## config.mk

```make
export PLATFORM = sky130hd
export DESIGN_NAME = thermal_watch
export DESIGN_NICKNAME = d
export VERILOG_FILES = /design/src/rtl/tmon_pkg.sv /design/src/rtl/tmon_chan.sv /design/src/rtl/tmon_rdmux.sv /design/src/rtl/thermal_watch.sv
export SDC_FILE = /design/constraint.sdc
export NUM_CORES = 2
export LEC_CHECK = 0
export BUFFER_PORTS_ARGS = -buffer_cell sky130_fd_sc_hd__buf_2
export CAP_MARGIN = 0
export CORE_MARGIN = 10
export CORE_UTILIZATION = 64
export CTS_BUF_LIST = sky130_fd_sc_hd__clkbuf_8
export DETAILED_ROUTE_END_ITERATION = 10
export PLACE_DENSITY = 0.83
export SYNTH_ARGS = -nofsm -noshare
export SYNTH_HDL_FRONTEND = slang
export SYNTH_SLANG_ARGS = --single-unit
export TNS_END_PERCENT = 5
```

## constraint.sdc

```tcl
create_clock -name clk -period 2.6 [get_ports clk]
set_input_delay 0.78 -clock clk [delete_from_list [all_inputs] [get_ports clk]]
set_output_delay 0.78 -clock clk [all_outputs]
set_load 0.01 [all_outputs]
```

## src/rtl/tmon_pkg.sv

```systemverilog
package tmon_pkg;
  localparam int ADDR_W = 6;
  localparam int IDX_W  = 4;
  localparam int DW     = 32;

  localparam logic [1:0] RGN_GLOB = 2'd0;
  localparam logic [1:0] RGN_THR  = 2'd1;
  localparam logic [1:0] RGN_STAT = 2'd2;

  localparam logic [IDX_W-1:0] OFF_CTRL = 4'd0;
  localparam logic [IDX_W-1:0] OFF_IEN  = 4'd1;
  localparam logic [IDX_W-1:0] OFF_RDY  = 4'd2;

  // packed so that fmin lands just above the reading in the status word
  typedef struct packed {
    logic fmax;
    logic fhi;
    logic flo;
    logic fmin;
  } flags_t;
endpackage

```

## src/rtl/tmon_chan.sv

```systemverilog
module tmon_chan #(
  parameter int TW = 10
) (
  input  logic              clk,
  input  logic              rst,
  input  logic              clr_all,
  input  logic              mon_en,
  input  logic              thr_we,
  input  logic [2*TW+1:0]   thr_wd,
  input  logic              s_vld,
  input  logic [TW-1:0]     s_temp,
  output logic [TW-1:0]     lo_thr,
  output logic [TW-1:0]     hi_thr,
  output logic [TW-1:0]     last_temp,
  output tmon_pkg::flags_t  flags,
  output logic              seen
);
  localparam int CLR_LO = 2 * TW;
  localparam int CLR_HI = 2 * TW + 1;

  logic [TW-1:0] run_min, run_max;
  logic          new_min, new_max, take;

  always_comb begin
    take    = mon_en && s_vld;
    new_min = !seen || (s_temp < run_min);
    new_max = !seen || (s_temp > run_max);
  end

  always_ff @(posedge clk) begin
    if (rst || clr_all) begin
      lo_thr    <= '0;
      hi_thr    <= '1;
      last_temp <= '0;
      flags     <= '0;
      seen      <= 1'b0;
      run_min   <= '1;
      run_max   <= '0;
    end else begin
      if (thr_we) begin
        lo_thr <= thr_wd[TW-1:0];
        hi_thr <= thr_wd[2*TW-1:TW];
        if (thr_wd[CLR_LO]) flags.flo <= 1'b0;
        if (thr_wd[CLR_HI]) flags.fhi <= 1'b0;
      end
      if (take) begin
        last_temp  <= s_temp;
        seen       <= 1'b1;
        flags.fmin <= new_min;
        flags.fmax <= new_max;
        if (new_min) run_min <= s_temp;
        if (new_max) run_max <= s_temp;
        // a fresh violation wins over a clear in the same cycle
        if (s_temp <= lo_thr) flags.flo <= 1'b1;
        if (s_temp >= hi_thr) flags.fhi <= 1'b1;
      end
    end
  end
endmodule

```

## src/rtl/tmon_rdmux.sv

```systemverilog
module tmon_rdmux #(
  parameter int NS = 11,
  parameter int TW = 10
) (
  input  logic                          clk,
  input  logic                          rst,
  input  logic                          re,
  input  logic [tmon_pkg::ADDR_W-1:0]   addr,
  input  logic                          en_q,
  input  logic                          ien_q,
  input  logic                          ready,
  input  logic [NS-1:0][TW-1:0]         lo_thr,
  input  logic [NS-1:0][TW-1:0]         hi_thr,
  input  logic [NS-1:0][TW+3:0]         stat,
  output logic [tmon_pkg::DW-1:0]       rdata
);
  import tmon_pkg::*;

  logic [1:0]       rgn;
  logic [IDX_W-1:0] idx;
  logic             idx_ok;
  logic [DW-1:0]    nxt;

  always_comb begin
    rgn    = addr[ADDR_W-1:IDX_W];
    idx    = addr[IDX_W-1:0];
    idx_ok = (int'(idx) < NS);
    nxt    = '0;
    case (rgn)
      RGN_GLOB: begin
        case (idx)
          OFF_CTRL: nxt[0] = en_q;
          OFF_IEN:  nxt[0] = ien_q;
          OFF_RDY:  nxt[0] = ready;
          default:  nxt = '0;
        endcase
      end
      RGN_THR:  if (idx_ok) nxt[2*TW-1:0] = {hi_thr[idx], lo_thr[idx]};
      RGN_STAT: if (idx_ok) nxt[TW+3:0]   = stat[idx];
      default:  nxt = '0;
    endcase
  end

  always_ff @(posedge clk) begin
    if (rst)     rdata <= '0;
    else if (re) rdata <= nxt;
  end
endmodule

```

## src/rtl/thermal_watch.sv

```systemverilog
module thermal_watch #(
  parameter int NUM_SENS = 11,
  parameter int TW       = 10
) (
  input  logic                       clk,
  input  logic                       rst,
  input  logic                       reg_we,
  input  logic                       reg_re,
  input  logic [5:0]                 reg_addr,
  input  logic [31:0]                reg_wdata,
  output logic [31:0]                reg_rdata,
  input  logic [NUM_SENS-1:0]        samp_vld,
  input  logic [NUM_SENS*TW-1:0]     samp_temp,
  output logic                       irq
);
  import tmon_pkg::*;

  logic [1:0]                   rgn;
  logic [IDX_W-1:0]             idx;
  logic                         glob_we, srst;
  logic                         en_q, ien_q, ready;
  logic [NUM_SENS-1:0]          seen, lo_flag, hi_flag;
  logic [NUM_SENS-1:0][TW-1:0]  lo_thr, hi_thr, last_temp;
  logic [NUM_SENS-1:0][TW+3:0]  stat;
  flags_t [NUM_SENS-1:0]        flg;

  always_comb begin
    rgn     = reg_addr[ADDR_W-1:IDX_W];
    idx     = reg_addr[IDX_W-1:0];
    glob_we = reg_we && (rgn == RGN_GLOB);
    srst    = glob_we && (idx == OFF_CTRL) && reg_wdata[1];
    ready   = &seen;
  end

  always_ff @(posedge clk) begin
    if (rst) begin
      en_q  <= 1'b0;
      ien_q <= 1'b0;
      irq   <= 1'b0;
    end else begin
      if (glob_we && idx == OFF_CTRL) en_q  <= reg_wdata[0];
      if (glob_we && idx == OFF_IEN)  ien_q <= reg_wdata[0];
      irq <= ien_q && ((|lo_flag) || (|hi_flag));
    end
  end

  for (genvar i = 0; i < NUM_SENS; i++) begin : g_chan
    logic thr_we_i;
    assign thr_we_i = reg_we && (rgn == RGN_THR) && (int'(idx) == i);

    tmon_chan #(.TW(TW)) u_chan (
      .clk       (clk),
      .rst       (rst),
      .clr_all   (srst),
      .mon_en    (en_q),
      .thr_we    (thr_we_i),
      .thr_wd    (reg_wdata[2*TW+1:0]),
      .s_vld     (samp_vld[i]),
      .s_temp    (samp_temp[i*TW +: TW]),
      .lo_thr    (lo_thr[i]),
      .hi_thr    (hi_thr[i]),
      .last_temp (last_temp[i]),
      .flags     (flg[i]),
      .seen      (seen[i])
    );

    assign stat[i]    = {flg[i], last_temp[i]};
    assign lo_flag[i] = flg[i].flo;
    assign hi_flag[i] = flg[i].fhi;
  end

  tmon_rdmux #(.NS(NUM_SENS), .TW(TW)) u_rd (
    .clk    (clk),
    .rst    (rst),
    .re     (reg_re),
    .addr   (reg_addr),
    .en_q   (en_q),
    .ien_q  (ien_q),
    .ready  (ready),
    .lo_thr (lo_thr),
    .hi_thr (hi_thr),
    .stat   (stat),
    .rdata  (reg_rdata)
  );
endmodule

```

# Word level (Yosys, flattened, before mapping)

Index checks and enable logic that the tools add are counted.
W data, S select, Z words.

Logic and storage cells: 342
Flip-flop bits (word level): 628
Output and inout port bits: 33
Input bits: 163

Equality and inequality tests: 14
Mux-type cells: 77
Reduce and logical (&&, ||, !) cells: 91
Magnitude comparators: 46

Operators with widths:

| kind                 | count |
|---|---|
| $ge A10 B10 Y1       | 11 |
| $gt A10 B10 Y1       | 11 |
| $le A10 B10 Y1       | 11 |
| $lt A10 B10 Y1       | 11 |
| $bmux W10 S4         | 2 |
| $bmux W14 S4         | 1 |
| $mux W1              | 44 |
| $reduce_and A2 Y1    | 22 |
| $pmux W14 S3         | 1 |
| $mux W3              | 11 |
| $eq A4 B4 Y1 const B | 7 |
| $logic_and A1 B1 Y1  | 28 |
| $mux W14             | 2 |
| $logic_or A1 B1 Y1   | 24 |
| $mux W2              | 11 |
| $reduce_or A11 Y1    | 2 |
| $mux W10             | 2 |
| $mux W20             | 1 |
| $logic_not A1 Y1     | 11 |
| $reduce_and A11 Y1   | 1 |
| $eq A4 B2 Y1 const B | 2 |
| $eq A4 B3 Y1 const B | 2 |
| $logic_not A4 Y1     | 2 |
| $mux W6              | 1 |
| other kinds (7)      | 7 |

# Longest topological paths before layout

Word-level depth: 6
Mapped depth: 10
Mapped depth without buffers: 7

# Modules after synthesis

From an unflattened synthesis, not the netlist that was laid out.

Cell total of the unflattened synthesis: 4343
Area total of the unflattened synthesis: 37043.0 um^2

Modules (own cells, without submodules):

| module        | area an instance (um^2) | cells an instance | sequential area each (um^2) | times used |
|---|---|---|---|---|
| tmon_chan     | 2982.9                  | 356               | 1101.1                      | 11 |
| tmon_rdmux    | 3917.5                  | 383               | 400.4                       | 1 |
| thermal_watch | 314.1                   | 44                | 60.1                        | 1 |

# Worst setup path before layout

OpenSTA, ideal clock, no wires.

Path type: input to register
From: in samp_temp[99]
To: reg g_chan[9].u_chan.run_max[0]
Data required time: 2527 ps
Cell stages on the path: 7
Path buffers: 1
Path slack: 193 ps
Data arrival time: 2333 ps
Library setup time: 73 ps
Path through: ha_1 -> nand4_1 -> nor3_1 -> o21ai_0 -> a31oi_1 -> buf_1 -> mux2i_1

Longest elaborated chain between the ends: 3

Ends and longest elaborated chain:

| what                               | line                | source |
|---|---|---|
| start: declaration                 | thermal_watch.sv:13 | `input logic [NUM_SENS*TW-1:0] samp_temp,` |
| $gt A10 B10 Y1                     | tmon_chan.sv:27     | `new_max = !seen \|\| (s_temp > run_max);` |
| $logic_or A1 B1 Y1                 | tmon_chan.sv:27     |  |
| $reduce_and A2 Y1 (no source line) | --                  |  |
| end signal: assignment             | tmon_chan.sv:52     | `if (new_max) run_max <= s_temp;` |
| end: declaration                   | tmon_chan.sv:21     | `logic [TW-1:0] run_min, run_max;` |

Every way passes these cells.
A chain may end at the register's enable or synchronous reset.

# Worst setup path after layout

From: reg g_chan[4].u_chan.run_min[5]
To: reg g_chan[4].u_chan.run_min[2]

Longest elaborated chain between the ends: 3

Ends and longest elaborated chain:

| what                               | line            | source |
|---|---|---|
| start: declaration                 | tmon_chan.sv:21 |  |
| start signal: assignment           | tmon_chan.sv:51 | `if (new_min) run_min <= s_temp;` |
| $lt A10 B10 Y1                     | tmon_chan.sv:26 | `new_min = !seen \|\| (s_temp < run_min);` |
| $logic_or A1 B1 Y1                 | tmon_chan.sv:26 |  |
| $reduce_and A2 Y1 (no source line) | --              |  |

Every way passes these cells.

==> key figures <==
Clock tree
  • Clock-pin slew on the worst setup and hold paths: 70 ps
  • PostCTS Resize Cnt: 0
  • CTS tree: built
  • Maximum clock insertion buffer count: 3
  • CTS Root Cell: clkbuf_8
  • Total CTS buffers: 105
  • Clock Sinks: 628
  • CTS H-tree depth: 3
  • Number of setup buffers added after CTS: 0
  • Clock Latency Late Sink: 730 ps
  • CTS Hold Buffers Added: 0

STA
  • Fin crit share: 80.4%
  • Period minus WS final: 2090 ps
  • Worst Tran Pin Value: 757 ps
  • Worst slew margin: 49.3%
  • Final hold vios: 0
  • Hold Worst Slack: 348 ps
  • Setup-failing EPs final: 0
  • RSZ-0062 raised after global routing: false
  • Worst setup margin: 509 ps
  • Max Clock Freq: 478 MHz
  • Setup Skew: 39.5 ps
  • Fin. max-slew vios: 0

Yosys
  • Commonest cells in the netlist: nand2_1, dfxtp_1, inv_1, ha_1, a21oi_1
  • Syn_area_per_cell: 8.21 um^2
  • Seq/Total Area, Yosys: 34.1%
  • Post-synth EDFFs: 0
  • Most frequent cell after synthesis: nand2_1
  • YS warnings: 0
  • Largest cells by area after synthesis: dfxtp_1, ha_1, nand2_1
  • Most used DFF post-synth: dfxtp_1
  • Mapped Cells: 4485
  • Post-synth top area share: 34.1%
  • Yosys top cell by area: dfxtp_1
  • Share of async-settable or async-resettable flops after synthesis: 0%
  • Count of cell types in the netlist: 61
  • FF+latch count, synth: 628
  • Post-Syn Area: 36800 um^2

Final layout
  • Fill cell count: 4209
  • Nets@finish: 5367
  • Area growth syn-to-layout: 14.0%
  • Final instance area: 42000 um^2
  • Share of cells above drive strength 1: 15.3%
  • Storage cell area: 12600 um^2
  • Multi-input gate area: 21300 um^2

Detailed routing
  • DR vias: 34388
  • DR WL/cell: 21.7 um
  • Avg Vias per Cell: 6.13
  • Routed WL: 122 mm
  • Number of DRC markers in iteration 0: 3996
  • Residual DRC: 0
  • Drt pass-1 iters: 6
  • DRT antenna net count: 0

Hold path
  • WHS Path Cells: 3
  • Hold Path Class: in2reg
  • Worst Hold End: g_chan[5].u_chan.last_temp[0]
  • Min-Delay Startpoint: samp_temp[50]

Power and ir drop
  • Clock share of power: 42.6%
  • Switching pwr: 5.61 mW
  • VDD IR max: 0.475 mV
  • Switching Share: 27.1%
  • P_int: 15.1 mW
  • Power density over the cells: 493 nW/um^2
  • Leak: 18.4 nW
  • Final Power: 20.7 mW
  • Reg power frac: 46.9%
  • Gate power share: 10.5%

Global route
  • Total track usage: 35.1%
  • Initial antenna violation count: 8
  • Largest net degree at the start of global routing: 90
  • First-pass GRT wire length: 186 mm
  • Number of global-route vias before repair: 33275
  • Remaining Overflow, GRT: 0

Worst setup path
  • CP endpoint kind: flip-flop
  • CP max stage cell: a2111oi_0
  • Critical path peak fanout: 5
  • FF-to-FF setup slack: 510 ps
  • Crit Path Class: reg2reg
  • CP startpoint kind: flip-flop
  • Top delay family on crit path: compound AO/OA/AOI/OAI gates
  • Max incr delay on CP: 570 ps
  • RR Startpoint: g_chan[4].u_chan.run_min[5]
  • FF-to-FF End: g_chan[4].u_chan.run_min[2]
  • Worst-path cell chain: inv_1 -> ha_1 -> a21oi_1 -> o211ai_1 -> buf_4 -> a2111oi_0 -> a31oi_1
  • Number of buffers and inverters on the critical path: 2
  • WP data arrival: 2700 ps
  • CP required: 3210 ps
  • Worst R2R Path Depth: 7

Place
  • Place WS: -60.0 ps
  • PortBufs: 173
  • DP HPWL: 90.0 mm
  • Placed inst area: 39800 um^2
  • Routability congestion estimate: 1.03

Die
  • I/O Pins: 196
  • Chip Height: 260 um
  • Core ar.: 56700 um^2
  • Initial Utilization: 64.9%
  • Die X: 260 um
  • Die Footprint: 67500 um^2
  • Row count: 87

Run status
  • Outcome: completed

Run
  • Max-Cap Viols: 0
sequential cells by signal, indices dropped and copies added (netlist names):
register / flops
u_rd.rdata: 20
g_chan.u_chan.seen: 11
g_chan.u_chan.hi_thr: 110
g_chan.u_chan.run_max: 110
ien_q: 1
g_chan.u_chan.last_temp: 110
g_chan.u_chan.flags: 44
g_chan.u_chan.lo_thr: 110
g_chan.u_chan.run_min: 110
irq: 1
en_q: 1
cells in the final DEF, fill, tap and decap left out, drive strengths merged, types with 5 or more instances in the layout:
cell,instances
a2111oi,39
a211o,8
a211oi,48
a21boi,8
a21o,67
a21oi,385
a221oi,10
a22oi,19
a311oi,13
a31oi,47
and2,29
and4,7
buf,452
clkbuf,130
clkinv,20
conb,12
dfxtp,628
ha,429
inv,475
mux2,101
mux2i,224
mux4,18
nand2,890
nand2b,39
nand3,36
nand4,55
nor2,224
nor2b,14
nor3,36
nor3b,5
nor4,6
o2111ai,15
o211ai,111
o21a,30
o21ai,108
o22ai,72
o311a,6
stage by stage:
stage	cells	TNS (ps)	utilization, %
CTS	5611	0	74.0
floorplan	4496	0	-
detailed placement	5424	-960	70.3
global route	5612	0	74.0
global placement	5424	-29.0	70.3
finish	5614	0	74.0
final cells by class:
type | count | area share (%)
diodes | 3 | 0.0179
well taps | 756 | 2.25
multi-input cells | 3149 | 50.7
inverters | 439 | 3.93
repair buffers | 452 | 8.11
flip-flops and latches | 628 | 30.0
clock inverters | 57 | 0.740
clock buffers | 130 | 4.26
power by group through the flow:
stage               Sequential, mW  Clock (mW)  Combinational, mW
CTS                           9.70        8.82               2.12
global route                  9.70        9.26               2.34
finish                        9.70        8.81               2.18
global placement              9.91           0               2.04
detailed placement            9.91           0               2.10
floorplan                     9.90           0               1.14
logic make-up (layout without fill, tap and decap cells):
kind of cell,Yosys count,after routing,synth area share [%]
compound gates,1006,1006,17.2
other cells,1,15,0.0102
flops,628,628,34.1
simple gates,1359,1359,15.5
fa+ha+maj,429,429,14.6
mux,343,343,10.3
buf+inv,719,1078,8.34
routing by layer:
metal / track usage (%) / part of all wire, % / up-vias
met5: 0 / 0.073 / -
met4: 18.5 / 5.9 / 14
met3: 7.28 / 10 / 433
met2: 55.9 / 44 / 1702
met1: 44.3 / 39 / 16155
li1: - / - / 16084
tightest hold or removal path: stages:
cell	delay, ps
buf_2	130
nand2_1	60
a21oi_1	60
worst max-delay path by stage:
stage / from / to / slack [ps] / cells after the start
after global placement: reg_addr[0] / u_rd.rdata[4] / -9 / 8
after detailed placement: reg_addr[1] / g_chan[7].u_chan.run_max[3] / -60 / 9
final: g_chan[4].u_chan.run_min[5] / g_chan[4].u_chan.run_min[2] / 510 / 7
after floorplan: samp_temp[99] / g_chan[9].u_chan.run_max[0] / 190 / 7
after global routing: g_chan[7].u_chan.run_max[9] / g_chan[7].u_chan.run_max[0] / 380 / 8
after CTS: u_rd.rdata[0] / reg_rdata[0] / 540 / 1
Power figures use the tool's default switching activity.
